--- config.mk ---
export PLATFORM = sky130hd
export DESIGN_NAME = rsk_skew_index
export DESIGN_NICKNAME = d
export VERILOG_FILES = /design/src/rtl/rsk_pkg.sv /design/src/rtl/rsk_key_reg.sv /design/src/rtl/rsk_way_hash.sv /design/src/rtl/rsk_skew_index.sv
export SDC_FILE = /design/constraint.sdc
export NUM_CORES = 1
export LEC_CHECK = 0
export CAP_MARGIN = 15
export CORE_AREA = 4 4 82 84
export CTS_CLUSTER_DIAMETER = 80
export DETAILED_ROUTE_END_ITERATION = 7
export DIE_AREA = 0 0 86 88
export PLACE_DENSITY = 0.82
export SLEW_MARGIN = 10
export SYNTH_ARGS = -nofsm -noshare
export SYNTH_HDL_FRONTEND = slang
export SYNTH_SLANG_ARGS = --single-unit
--- constraint.sdc ---
create_clock -name clk -period 3.7 [get_ports clk]
set_input_delay 0.555 -clock clk [delete_from_list [all_inputs] [get_ports clk]]
set_output_delay 0.555 -clock clk [all_outputs]
set_load 0.02 [all_outputs]
--- src/rtl/rsk_pkg.sv ---
package rsk_pkg;

   function automatic logic [3:0] sbox4(input logic [3:0] n);
      logic [3:0] r;
      case (n)
         4'h0: r = 4'hC;  4'h1: r = 4'h5;  4'h2: r = 4'h6;  4'h3: r = 4'hB;
         4'h4: r = 4'h9;  4'h5: r = 4'h0;  4'h6: r = 4'hA;  4'h7: r = 4'hD;
         4'h8: r = 4'h3;  4'h9: r = 4'hE;  4'hA: r = 4'hF;  4'hB: r = 4'h8;
         4'hC: r = 4'h4;  4'hD: r = 4'h7;  4'hE: r = 4'h1;  default: r = 4'h2;
      endcase
      return r;
   endfunction

endpackage

--- src/rtl/rsk_key_reg.sv ---
module rsk_key_reg #(
   parameter int unsigned    LINE_W   = 26,
   parameter logic [63:0]    KEY_SEED = 64'h0123_4567_89AB_CDEF
) (
   input  logic              clk,
   input  logic              rst_n,
   input  logic [LINE_W-1:0] key_in,
   input  logic              key_load,
   output logic [LINE_W-1:0] key_q,
   output logic              busy
);
   always_ff @(posedge clk or negedge rst_n) begin
      if (!rst_n) begin
         key_q <= KEY_SEED[LINE_W-1:0];
         busy  <= 1'b0;
      end else begin
         busy <= key_load;
         if (key_load) key_q <= key_in;
      end
   end
endmodule

--- src/rtl/rsk_way_hash.sv ---
module rsk_way_hash
   import rsk_pkg::*;
#(
   parameter int unsigned LINE_W = 26,
   parameter int unsigned IDX_W  = 6,
   parameter int unsigned FW     = 8,
   parameter int unsigned ROT    = 0
) (
   input  logic [LINE_W-1:0] line_addr,
   input  logic [LINE_W-1:0] key,
   output logic [IDX_W-1:0]  idx
);
   localparam int unsigned NCH  = (LINE_W + FW - 1) / FW;
   localparam int unsigned PADW = NCH * FW;
   localparam int unsigned NNIB = FW / 4;
   localparam int unsigned NC2  = (FW + IDX_W - 1) / IDX_W;
   localparam int unsigned PAD2 = NC2 * IDX_W;

   logic [PADW-1:0] mixed;
   logic [FW-1:0]   folded;
   logic [FW-1:0]   subst;
   logic [FW-1:0]   rotated;
   logic [PAD2-1:0] rot_pad;

   assign mixed = PADW'(line_addr ^ key);

   always_comb begin
      folded = '0;
      for (int c = 0; c < int'(NCH); c++) folded ^= mixed[c*FW +: FW];
   end

   for (genvar n = 0; n < int'(NNIB); n++) begin : g_nib
      assign subst[n*4 +: 4] = sbox4(folded[n*4 +: 4]);
   end

   if (ROT == 0) begin : g_norot
      assign rotated = subst;
   end else begin : g_rot
      assign rotated = {subst[FW-ROT-1:0], subst[FW-1:FW-ROT]};
   end

   assign rot_pad = PAD2'(rotated);

   always_comb begin
      idx = '0;
      for (int c = 0; c < int'(NC2); c++) idx ^= rot_pad[c*IDX_W +: IDX_W];
   end
endmodule

--- src/rtl/rsk_skew_index.sv ---
module rsk_skew_index #(
   parameter int unsigned LINE_W   = 26,
   parameter int unsigned SETS     = 64,
   parameter int unsigned WAYS     = 4,
   parameter int unsigned ROT_STEP = 3,
   parameter logic [63:0] KEY_SEED = 64'h0123_4567_89AB_CDEF,
   localparam int unsigned IDX_W   = $clog2(SETS),
   localparam int unsigned WAY_W   = $clog2(WAYS)
) (
   input  logic                  clk,
   input  logic                  rst_n,
   input  logic [LINE_W-1:0]     line_addr,
   input  logic [WAY_W-1:0]      way_sel,
   input  logic [LINE_W-1:0]     key_in,
   input  logic                  key_load,
   output logic [WAYS*IDX_W-1:0] idx_all,
   output logic [IDX_W-1:0]      idx_sel,
   output logic [LINE_W-1:0]     tag_ext,
   output logic                  rekey_busy
);
   localparam int unsigned FW = ((IDX_W + 3) / 4) * 4;

   if (SETS < 2 || (SETS & (SETS - 1)) != 0) begin : g_bad_sets
      $error("SETS must be a power of two of at least 2");
   end
   if (WAYS < 2 || WAYS > 4) begin : g_bad_ways
      $error("WAYS must be between 2 and 4");
   end
   if (LINE_W < IDX_W || LINE_W > 64) begin : g_bad_line
      $error("LINE_W must cover the index and not exceed 64");
   end
   for (genvar w = 1; w < int'(WAYS); w++) begin : g_rot_chk
      if (((w * ROT_STEP) % FW) == 0) begin : g_bad_rot
         $error("ROT_STEP gives way %0d the same rotation as way 0", w);
      end
   end

   logic [LINE_W-1:0] key_q;
   logic [IDX_W-1:0]  idx_arr [WAYS];

   rsk_key_reg #(.LINE_W(LINE_W), .KEY_SEED(KEY_SEED)) u_key (
      .clk      (clk),
      .rst_n    (rst_n),
      .key_in   (key_in),
      .key_load (key_load),
      .key_q    (key_q),
      .busy     (rekey_busy)
   );

   for (genvar w = 0; w < int'(WAYS); w++) begin : g_way
      localparam int unsigned ROT = (w * ROT_STEP) % FW;
      rsk_way_hash #(.LINE_W(LINE_W), .IDX_W(IDX_W), .FW(FW), .ROT(ROT)) u_hash (
         .line_addr (line_addr),
         .key       (key_q),
         .idx       (idx_arr[w])
      );
      assign idx_all[w*IDX_W +: IDX_W] = idx_arr[w];
   end

   always_comb begin
      idx_sel = idx_arr[0];
      for (int w = 1; w < int'(WAYS); w++) begin
         if (way_sel == WAY_W'(w)) idx_sel = idx_arr[w];
      end
   end

   assign tag_ext = line_addr;
endmodule

# ---- Yosys cells after proc, flatten, opt, wreduce, memory -nomap -nowiden
# Memory sizes are Yosys's and may differ from the RTL's.
# Cells that the tools add are included.
# Widths: inputs -> output; s select.
dict set report word_totals {
  ramBits 0
  latchBits 0
  mem_count 8
  romBits 512
  register_bits 27
  out_inout_bits 57
}
dict set report classes {
  n_reduce_logical 0
  n_shift 0
  muxes 3
  n_addsub 0
  eq_ne 3
  order_cmp 0
  div_mod_pow 0
  multipliers 0
  n_bitwise 8
}
# name words word_bits read_ports rd_ports_with_merged_regs wr line
set mem_list {}
lappend mem_list {{(name not given)} 16 4 1 0 0 rsk_pkg.sv:5} ;# case (n)
lappend mem_list {{(name not given)} 16 4 1 0 0 rsk_pkg.sv:5}
lappend mem_list {{(name not given)} 16 4 1 0 0 rsk_pkg.sv:5}
lappend mem_list {{(name not given)} 16 4 1 0 0 rsk_pkg.sv:5}
lappend mem_list {{(name not given)} 16 4 1 0 0 rsk_pkg.sv:5}
lappend mem_list {{(name not given)} 16 4 1 0 0 rsk_pkg.sv:5}
lappend mem_list {{2 more memories} -- -- -- -- -- --}
# op count
set ops {}
lappend ops {{$xor 26x26->26} 1}
lappend ops {{$xor 6x2->6} 4}
lappend ops {{$xor 8x8->8} 3}
lappend ops {{$mux 6} 3}
lappend ops {{$eq 2x2->1 const B} 2}
lappend ops {{$eq 2x1->1 const B} 1}

# ---- Depth between registers and ports, before layout
# Gate-level depths: netlist (run 1).
# An unclocked memory read counts as a cell.
dict set report logic_depth {
  word_depth 9
  ltp_mapped 11
}

# ---- Modules after synthesis
# Synthesis (run 1) repeated with hierarchy kept, for this count alone.
dict set report hier_totals {
  cells_unflattened 456
  hier_area_um2 4624.4
}
# mod n_inst area_per_inst_um2 seq_area_each_um2 cells_per_inst
set by_module_without_submodules {}
lappend by_module_without_submodules {rsk_key_reg 1 1117.3 698.2 56}
lappend by_module_without_submodules {{rsk_way_hash at g_way[2].u_hash} 1 808.3 0.0 95}
lappend by_module_without_submodules {{rsk_way_hash at g_way[0].u_hash} 1 804.5 0.0 92}
lappend by_module_without_submodules {{rsk_way_hash at g_way[1].u_hash} 1 789.5 0.0 88}
lappend by_module_without_submodules {{rsk_way_hash at g_way[3].u_hash} 1 763.2 0.0 92}
lappend by_module_without_submodules {rsk_skew_index 1 341.6 0.0 33}

# ---- Least setup slack after synthesis (run 1)
# Ideal clock, no wire load.
dict set report synth_path {
  path_type {input-to-output}
  from {input port line_addr[4]}
  to {output port idx_sel[4]}
  path_buffers 0
  setup_slack_ps 416
  arrival_time_ps 2729
  stages 8
  cell_sequence {xor2_1 > xnor3_1 > inv_1 > ha_1 > mux2_4 > mux2i_4 > mux2i_1 > o21ai_0}
}
dict set report synth_via {
  elab_chain_len 9
}
# item line
set synth_lines {}
lappend synth_lines {{start: declaration} rsk_skew_index.sv:12} ;# input logic [LINE_W-1:0] line_addr,
lappend synth_lines {{$xor 26x26->26} rsk_way_hash.sv:25} ;# assign mixed = PADW'(line_addr ^ key);
lappend synth_lines {{$xor 8x8->8 (3 in series)} rsk_way_hash.sv:29} ;# for (int c = 0; c < int'(NCH); c++) folded ^= mixed[c*FW +: FW];
lappend synth_lines {{$mem_v2 16x4} --}
lappend synth_lines {{$xor 6x2->6} rsk_way_hash.sv:46} ;# for (int c = 0; c < int'(NC2); c++) idx ^= rot_pad[c*IDX_W +: IDX_W];
lappend synth_lines {{via idx_all[4]} rsk_skew_index.sv:16} ;# output logic [WAYS*IDX_W-1:0] idx_all,
lappend synth_lines {{$mux 6 (3 in series)} rsk_skew_index.sv:63} ;# if (way_sel == WAY_W'(w)) idx_sel = idx_arr[w];
lappend synth_lines {{end: declaration} rsk_skew_index.sv:17} ;# output logic [IDX_W-1:0] idx_sel,
# The timed path passes the listed nets, and every way through them passes these cells.

# ---- Final worst setup path (run 1)
dict set report layout_path {
  from {input port line_addr[20]}
  to {output port idx_sel[5]}
}
dict set report layout_via {
  elab_chain_len 8
}
# item line
set layout_lines {}
lappend layout_lines {{$xor 26x26->26 (*)} rsk_way_hash.sv:25}
lappend layout_lines {{$xor 8x8->8 (*) (2 in series)} rsk_way_hash.sv:29}
lappend layout_lines {{$mem_v2 16x4} --}
lappend layout_lines {{$xor 6x2->6} rsk_way_hash.sv:46}
lappend layout_lines {{$mux 6 (2 in series)} rsk_skew_index.sv:63}
lappend layout_lines {{$mux 6 (*)} rsk_skew_index.sv:63}
# Every way passes the cells marked *; elsewhere a longest branch is shown, timed or not.

==> run_results.csv, run 1 <==
group,metric,value,unit
die,ios,114,
placement,port_buffers,113,
logic_synthesis,ys_seq_area_share,28.3,%
detailed_routing,vias_per_cell,4.64,
global_route,grt_use_total,14.6,%
sta,hold_viol,0,
power_and_ir_drop,seqPwrFrac,9.5,%
die,die_h,88,um
logic_synthesis,syn_area_per_cell,11.4,um2
die,rows,28,
sta,slew_viol_final,0,
clock_tree,tritoncts,"built",
logic_synthesis,syn_inst,217,
sta,slew_headroom,32.5,%
logic_synthesis,yosysMostFrequentCell,"xnor2_1",
logic_synthesis,syn_area,2460,um2
worst_hold_path,holdPathEnd,"u_key.key_q[13]$_DFFE_PN0P_",
clock_tree,clock_path_buffers,2,
worst_setup_path,cp.required,3140,ps
clock_tree,cts-buffers-inserted,3,
logic_synthesis,synth_seq_cells,27,
global_route,first_global_vias,1960,
detailed_routing,drtAntennaViolNets,0,
sta,clock_skew,0,ps
sta,tns,0,ps
global_route,grt_max_degree,28,
power_and_ir_drop,combPwrFrac,86.2,%
sta,post-route-min-period,3600,ps
global_route,grt_pass1_wl,8.96,mm
power_and_ir_drop,swShare,47.6,%
logic_synthesis,yosysUniqueCellTypes,37,
worst_setup_path,r2r_end,"u_key.key_q[9]$_DFFE_PN0P_",
worst_setup_path,worst_r2r_path_depth,1,
sta,rsz0062_at_grt,"true",
power_and_ir_drop,vdd_drop_max,1.15,mV
clock_tree,cts_max_level,1,
power_and_ir_drop,p_int,0.00200,W
clock_tree,cts-root-buf,"clkbuf_8",
power_and_ir_drop,p_switching,0.00182,W
worst_setup_path,r2r_start,"u_key.key_q[9]$_DFFE_PN0P_",
layout,drive_gt1_share,40.0,%
placement,placed_cell_area,3620,um2
detailed_routing,wl,5.89,mm
detailed_routing,dr.first_iter.drc_count,35,
detailed_routing,route.detailed.drc,0,
job,cap_viol_max_count,0,
detailed_routing,num_vias,1878,
worst_setup_path,reg2reg_slack,2900,ps
worst_hold_path,hold_path.startpoint,"u_key.key_q[13]$_DFFE_PN0P_",
worst_setup_path,endpoint_kind,"output pin",
sta,tightest_slew,1010,ps
clock_tree,cts_num_sinks,27,
clock_tree,clk_latency,260,ps
logic_synthesis,syn_nets,283,
worst_setup_path,crit_path_start_kind,"input pin",
clock_tree,cts_hold_buf,0,
layout,diodes,0,
die,initial_core_util,41.6,%
die,die_w,86,um
logic_synthesis,async_reset_ff_share,100,%
detailed_routing,firstDrtPassIters,4,
placement,dp_hpwl,4.68,mm
power_and_ir_drop,clockPowerShare,4.4,%
logic_synthesis,netlist.top_cell.by_area,"dfstp_2",
logic_synthesis,synth_warnings,0,
sta,fmax,278,MHz
logic_synthesis,yosys-top-cells-area,"dfstp_2, xnor2_1, mux2_2, buf_4, dfrtp_1",
layout,final_core_util,64.6,%
clock_tree,clk_pin_slew_worst_paths,90,ps
detailed_routing,wl_per_cell,14.5,um
sta,final-setup-viol-count,0,
logic_synthesis,synth_enable_flop_cells,0,
global_route,overflow,0,
worst_setup_path,crit_type,"input pin to output pin",
power_and_ir_drop,power_density,1000,nW/um2
worst_hold_path,hold_path_class,"flop to flop",
logic_synthesis,synth_top_area_share,19.2,%
layout,fin_nets,397,
placement,routabilityCongestion,0.822,
sta,whs,537,ps
power_and_ir_drop,leakage,1.68,nW
layout,design_area,3820,um2
worst_setup_path,critPathMaxFanout,6,
die,die_area,7570,um2
die,coreArea,5920,um2
logic_synthesis,synth-main-ff-cell,"dfstp_2",
worst_hold_path,holdPathStages,1,
global_route,grt_antenna_before_repair,0,
status,status,"finished clean",
sta,min_period_over_period,97.2,%
logic_synthesis,synth_commonest_cells,"xnor2_1, buf_4, mux2_2, dfstp_2, mux2i_1",
layout,area_delta_synth_final,55.2,%
power_and_ir_drop,power,0.00382,W
worst_setup_path,arrival,3040,ps
-- cell usage in the layout (no fill, tap or decap), types with 7 or more instances in the layout --
master / n
dlymetal6s2s_1: 10
dfstp_2: 18
mux2i_4: 7
dfrtp_1: 9
dlygate4sd2_1: 20
nor2_1: 9
xnor2_2: 7
xnor2_1: 31
clkdlybuf4s50_1: 73
mux2_2: 28
buf_4: 39
-- repair_timing --
| item | 4_1_cts | 5_1_grt |
|---|---|---|
| resized for setup | 51 | 43 |
| setup endpoints to repair | 29 | 19 |
| pin swaps | 6 | 14 |
| buffers inserted | 4 | 3 |
-- state kept, by name (all words and copies together), names as in the netlist --
register / cells
u_key.busy: 1
u_key.key_q: 26
-- power groups by stage --
stage               clock network (W)  logic (W)  registers, W
floorplan                           0    0.00205      0.000360
global placement                    0    0.00333      0.000363
detailed placement                  0    0.00339      0.000365
CTS                          0.000177    0.00318      0.000360
global route                 0.000188    0.00351      0.000366
finish                       0.000168    0.00329      0.000362
-- per-layer routing --
layer	track usage [%]	vias to the layer above	routed length, um
li1	-	919	-
met1	17.8	882	2300
met2	26.5	70	3110
met3	2.82	7	405
met4	3.60	0	70
met5	0	-	0
-- through the flow --
stage                     worst slack, ps  std cells
after CTS                            -126        402
after floorplan                       416        217
after detailed placement             -526        394
final                                 103        405
after global placement               -484        394
after global routing                -17.2        405
-- kinds of logic after synthesis --
logic type | count (synthesis) | share of synthesized area (%)
simple gates | 18 | 3.10
mux | 47 | 23.9
xor+xnor | 50 | 21.3
fa+ha+maj | 9 | 4.57
flops | 27 | 28.3
compound gates | 17 | 5.89
buf+inv | 49 | 12.9
-- worst max-delay path, cell delays in order --
cell             delay, ps
clkdlybuf4s50_1        530
xnor2_2                130
xnor3_2                320
ha_2                   200
or2_2                  310
mux2i_4                170
mux2i_4                 90
buf_4                  160
mux2_2                 250
nor2_1                  90
a21oi_1                 50
buf_4                  160
-- worst max path at each step --
stage | startpoint | end | cells after the start
after floorplan | line_addr[4] | idx_sel[4] | 8
after detailed placement | line_addr[21] | idx_sel[5] | 14
final | line_addr[20] | idx_sel[5] | 12
after global routing | line_addr[20] | idx_sel[5] | 12
after global placement | line_addr[4] | idx_sel[1] | 11
after CTS | line_addr[20] | idx_sel[1] | 11
-- area by class of cell --
cell class,instances,area [um2]
repair buffers,149,1380
multi-input cells,141,1580
well taps,75,93.8
clock buffers,4,45.0
flip-flops and latches,27,698
fillers,491,2100
inverters,9,33.8
Power figures use the tool's default switching activity.
==> run 2, diff against run 1 <==
Settings changed: ABC_AREA set to 0, CTS_CLUSTER_SIZE set to 14.
==> results of run 2 <==
Final layout, timing and power as in run 1 (identical DEF).
